`src/rtl/presc_two_stage.sv`:
```
module presc_two_stage #(
  parameter int W = 5
) (
  input  logic         clk,
  input  logic         rst,
  input  logic         en,
  input  logic [W-1:0] ratio,
  output logic         conv_clk,
  output logic         conv_tick
);
  localparam logic [W-1:0] ONE = {{(W-1){1'b0}}, 1'b1};

  logic [W-1:0] cnt, ratio_q, last;
  logic wrap, clean;

  assign last  = (ratio_q == '0) ? ONE : ratio_q;
  assign wrap  = (cnt == last);
  assign clean = rst | ~en | (ratio != ratio_q);

  always_ff @(posedge clk) begin
    ratio_q <= ratio;
    if (clean) begin
      cnt       <= '0;
      conv_clk  <= 1'b0;
      conv_tick <= 1'b0;
    end else begin
      cnt       <= wrap ? '0 : cnt + ONE;
      conv_clk  <= conv_clk ^ wrap;
      conv_tick <= wrap & ~conv_clk;
    end
  end
endmodule


```
`config.mk`:
```
export PLATFORM = sky130hd
export DESIGN_NAME = presc_two_stage
export DESIGN_NICKNAME = d
export VERILOG_FILES = /design/src/rtl/presc_two_stage.sv
export SDC_FILE = /design/constraint.sdc
export NUM_CORES = 1
export LEC_CHECK = 0
export BUFFER_PORTS_ARGS = -buffer_cell sky130_fd_sc_hd__buf_2
export CAP_MARGIN = 15
export CORE_AREA = 4 4 41 43
export CTS_BUF_LIST = sky130_fd_sc_hd__clkbuf_8
export CTS_CLUSTER_SIZE = 14
export DETAILED_ROUTE_END_ITERATION = 16
export DIE_AREA = 0 0 45 47
export PLACE_DENSITY = 0.61
export SYNTH_ARGS = -nofsm -noshare
export SYNTH_HDL_FRONTEND = slang
export SYNTH_SLANG_ARGS = --single-unit
```
`constraint.sdc`:
```
create_clock -name clk -period 1.5 [get_ports clk]
set_input_delay 0.225 -clock clk [delete_from_list [all_inputs] [get_ports clk]]
set_output_delay 0.225 -clock clk [all_outputs]
set_load 0.1 [all_outputs]
```
==> results.cfg <==
[status]
outcome = finished clean

[logic_synthesis]
synth_fa_ha_area_share_pct = 5.13
synth-simple-area-share_pct = 19.7
synth_fp_nets = 54
synth_commonest_cells = dfxtp_1, xnor2_1, xor2_1, nor3_1
synth_top_family_by_area = XOR/XNOR gates
yosys_warnings = 0
synth-compound-area-share_pct = 2.82
synthMuxAreaShare_pct = 0
yosysMostFrequentCell = dfxtp_1
synth_cell_types = 16
yosysTopAreaCell = dfxtp_1
ys_ff_latch = 12
synth_xor_area_share_pct = 21.5
syn-cell-area_um2 = 488
synth_edf_count = 0
synth-seq-area-share_pct = 49.2
synth_top_cell_area_share_pct = 49.2
synth_cells = 44
syn_avg_cell_area_um2 = 11.1
synth_ff_type = dfxtp_1
async_reset_ff_share_pct = 0
yosys-top-cells-area = dfxtp_1, xnor2_1, xor2_1

[setup_path]
critical_path.endpoint_type = flip-flop
worstPathRequired_ns = 1.67
worstSetupPathType = reg2reg
slowest_stage = dfxtp_1
start_kind = flip-flop
r2r_setup_slack_ns = 0.09
r2r_cells = 5
crit_fanout = 3
cp_data_arrival_time_ns = 1.57
crit_path_cell_trace = nor4_2, or3_1, a21oi_2, ha_1, nor2_1
slowest_delay_ns = 0.41
timing.rr.start = ratio_q[2]
r2r_end = conv_clk

[flow_run]
maxCapViolCount = 0

[global_routing]
grt_pass1_vias = 307
grt_max_degree = 8
antenna_found_initial = 0
grt_use_total_pct = 8.49
overflow = 0
grt_pass1_wl_mm = 1.26

[drt]
routed_via_density = 4.48
drt-pass1-iter-count = 2
ant_nets = 0
drt_iter0_markers = 5
wire_per_inst_um = 11.0
drc_errors = 0
vias = 327
drt-total-wl_um = 801

[final_layout]
area_delta_synth_final_pct = 27.2
drive_gt1_share_pct = 32.8
ff_latch_area_um2 = 240
design_area_um2 = 621
diodes = 0
fill_cells = 134
fin_nets = 69
final_cell_count_no_fill = 73
multi_input_area_um2 = 246
final_util_pct = 47.7

[min_path]
hp-start = ratio[0]
hold_path.class = in2reg
hold_depth = 1
hold_end = ratio_q[0]

[sta]
hold_ws_ns = 0.117
max_freq_mhz = 712
finalSetupTns_ns = 0
final_hold_viol_count = 0
slew_headroom_pct = 67.8
rsz0062_at_grt = no
worst_pin_slew_ns = 0.486
skew_ns = 0.00142
setup-violations-final = 0
period_share_pct = 93.7
final_max_slew_viol_count = 0
fin_crit_ns = 1.41
setup_ws_ns = 0.0946

[floorplanning]
die_x_um = 45
start_util_pct = 37.5
std_cell_rows = 13
dieHeight_um = 47
ios = 10
coreArea_um2 = 1300
die_area_um2 = 2120

[power_and_ir_drop]
p_leak_nw = 0.246
power.density_nw_per_um2 = 1140
total_power_mw = 0.709
peakVddDrop_v = 0.000672

[clock_tree]
cts_root_buf = clkbuf_8
clk_latency_ns = 0.23
postCtsSetupBuffers = 0
numCtsBuffers = 3
cts_resized = 0
clkSinkCount = 12
htree_levels = 1
postCtsHoldBufs = 0
clk_pin_slew_ns = 0.05
cts_buffer_depth = 2
cts_tree = done

[placement]
hpwl_um = 629
dpl_cell_area_um2 = 559
gp_congestion = 0.670
dpl.cell_count = 69
io_buffers = 9
pre_cts_ws_ns = 0.00767
## layout make-up
cell class              instances  share of cell area, %
inverters                       2                   1.21
flip-flops and latches         12                   38.7
repair buffers                 10                   8.47
multi-input cells              30                   39.7
clock buffers                   4                   8.87
well taps                      15                   3.02
## per-layer routing
metal,global-route usage [%],wire [um],up-vias
li1,-,-,179
met1,10.6,367,142
met2,13.0,411,6
met3,2.30,23,0
met4,5.26,0,0
met5,0,0,-
## report_power, final
group	internal [mW]	switching [mW]
logic	0.0209	0.0165
registers	0.327	0.00949
clock network	0.231	0.105
## cell families after synthesis
kind of cell	count (synthesis)
xor+xnor	12
simple gates	14
compound gates	2
flops	12
buf+inv	2
fa+ha+maj	2
## worst max-delay path: cells and delay by family, from the launching register on
kind	cells	cell delay, ns
simple gates	3	0.51
flops	1	0.41
fa+ha+maj	1	0.25
compound gates	1	0.17
## how the worst max path moves through the flow
stage                from  endpoint  slack (ns)  cells past startpoint
2_1_floorplan    conv_clk  conv_clk        0.01                      3
3_3_place_gp   ratio_q[1]  conv_clk        0.08                      5
3_5_place_dp   ratio_q[2]  conv_clk       0.008                      5
4_1_cts        ratio_q[2]  conv_clk        0.04                      5
5_1_grt        ratio_q[2]  conv_clk        0.01                      5
6_report       ratio_q[2]  conv_clk        0.09                      5
## registers in the layout, indices dropped and copies added, names as in the netlist
name and count:
cnt 5, conv_tick 1, ratio_q 5, conv_clk 1
## cell usage in the layout (no fill, tap or decap), drive strengths merged
cell / n
inv: 2
nor3b: 1
nor3: 4
a21oi: 1
nand4: 1
ha: 2
o21ai: 1
nand4b: 1
nand3: 2
xor2: 6
or3: 1
nor4: 2
xnor2: 6
buf: 10
nor2: 2
clkbuf: 4
dfxtp: 12
Note: power is estimated with default switching activity, not from simulation.
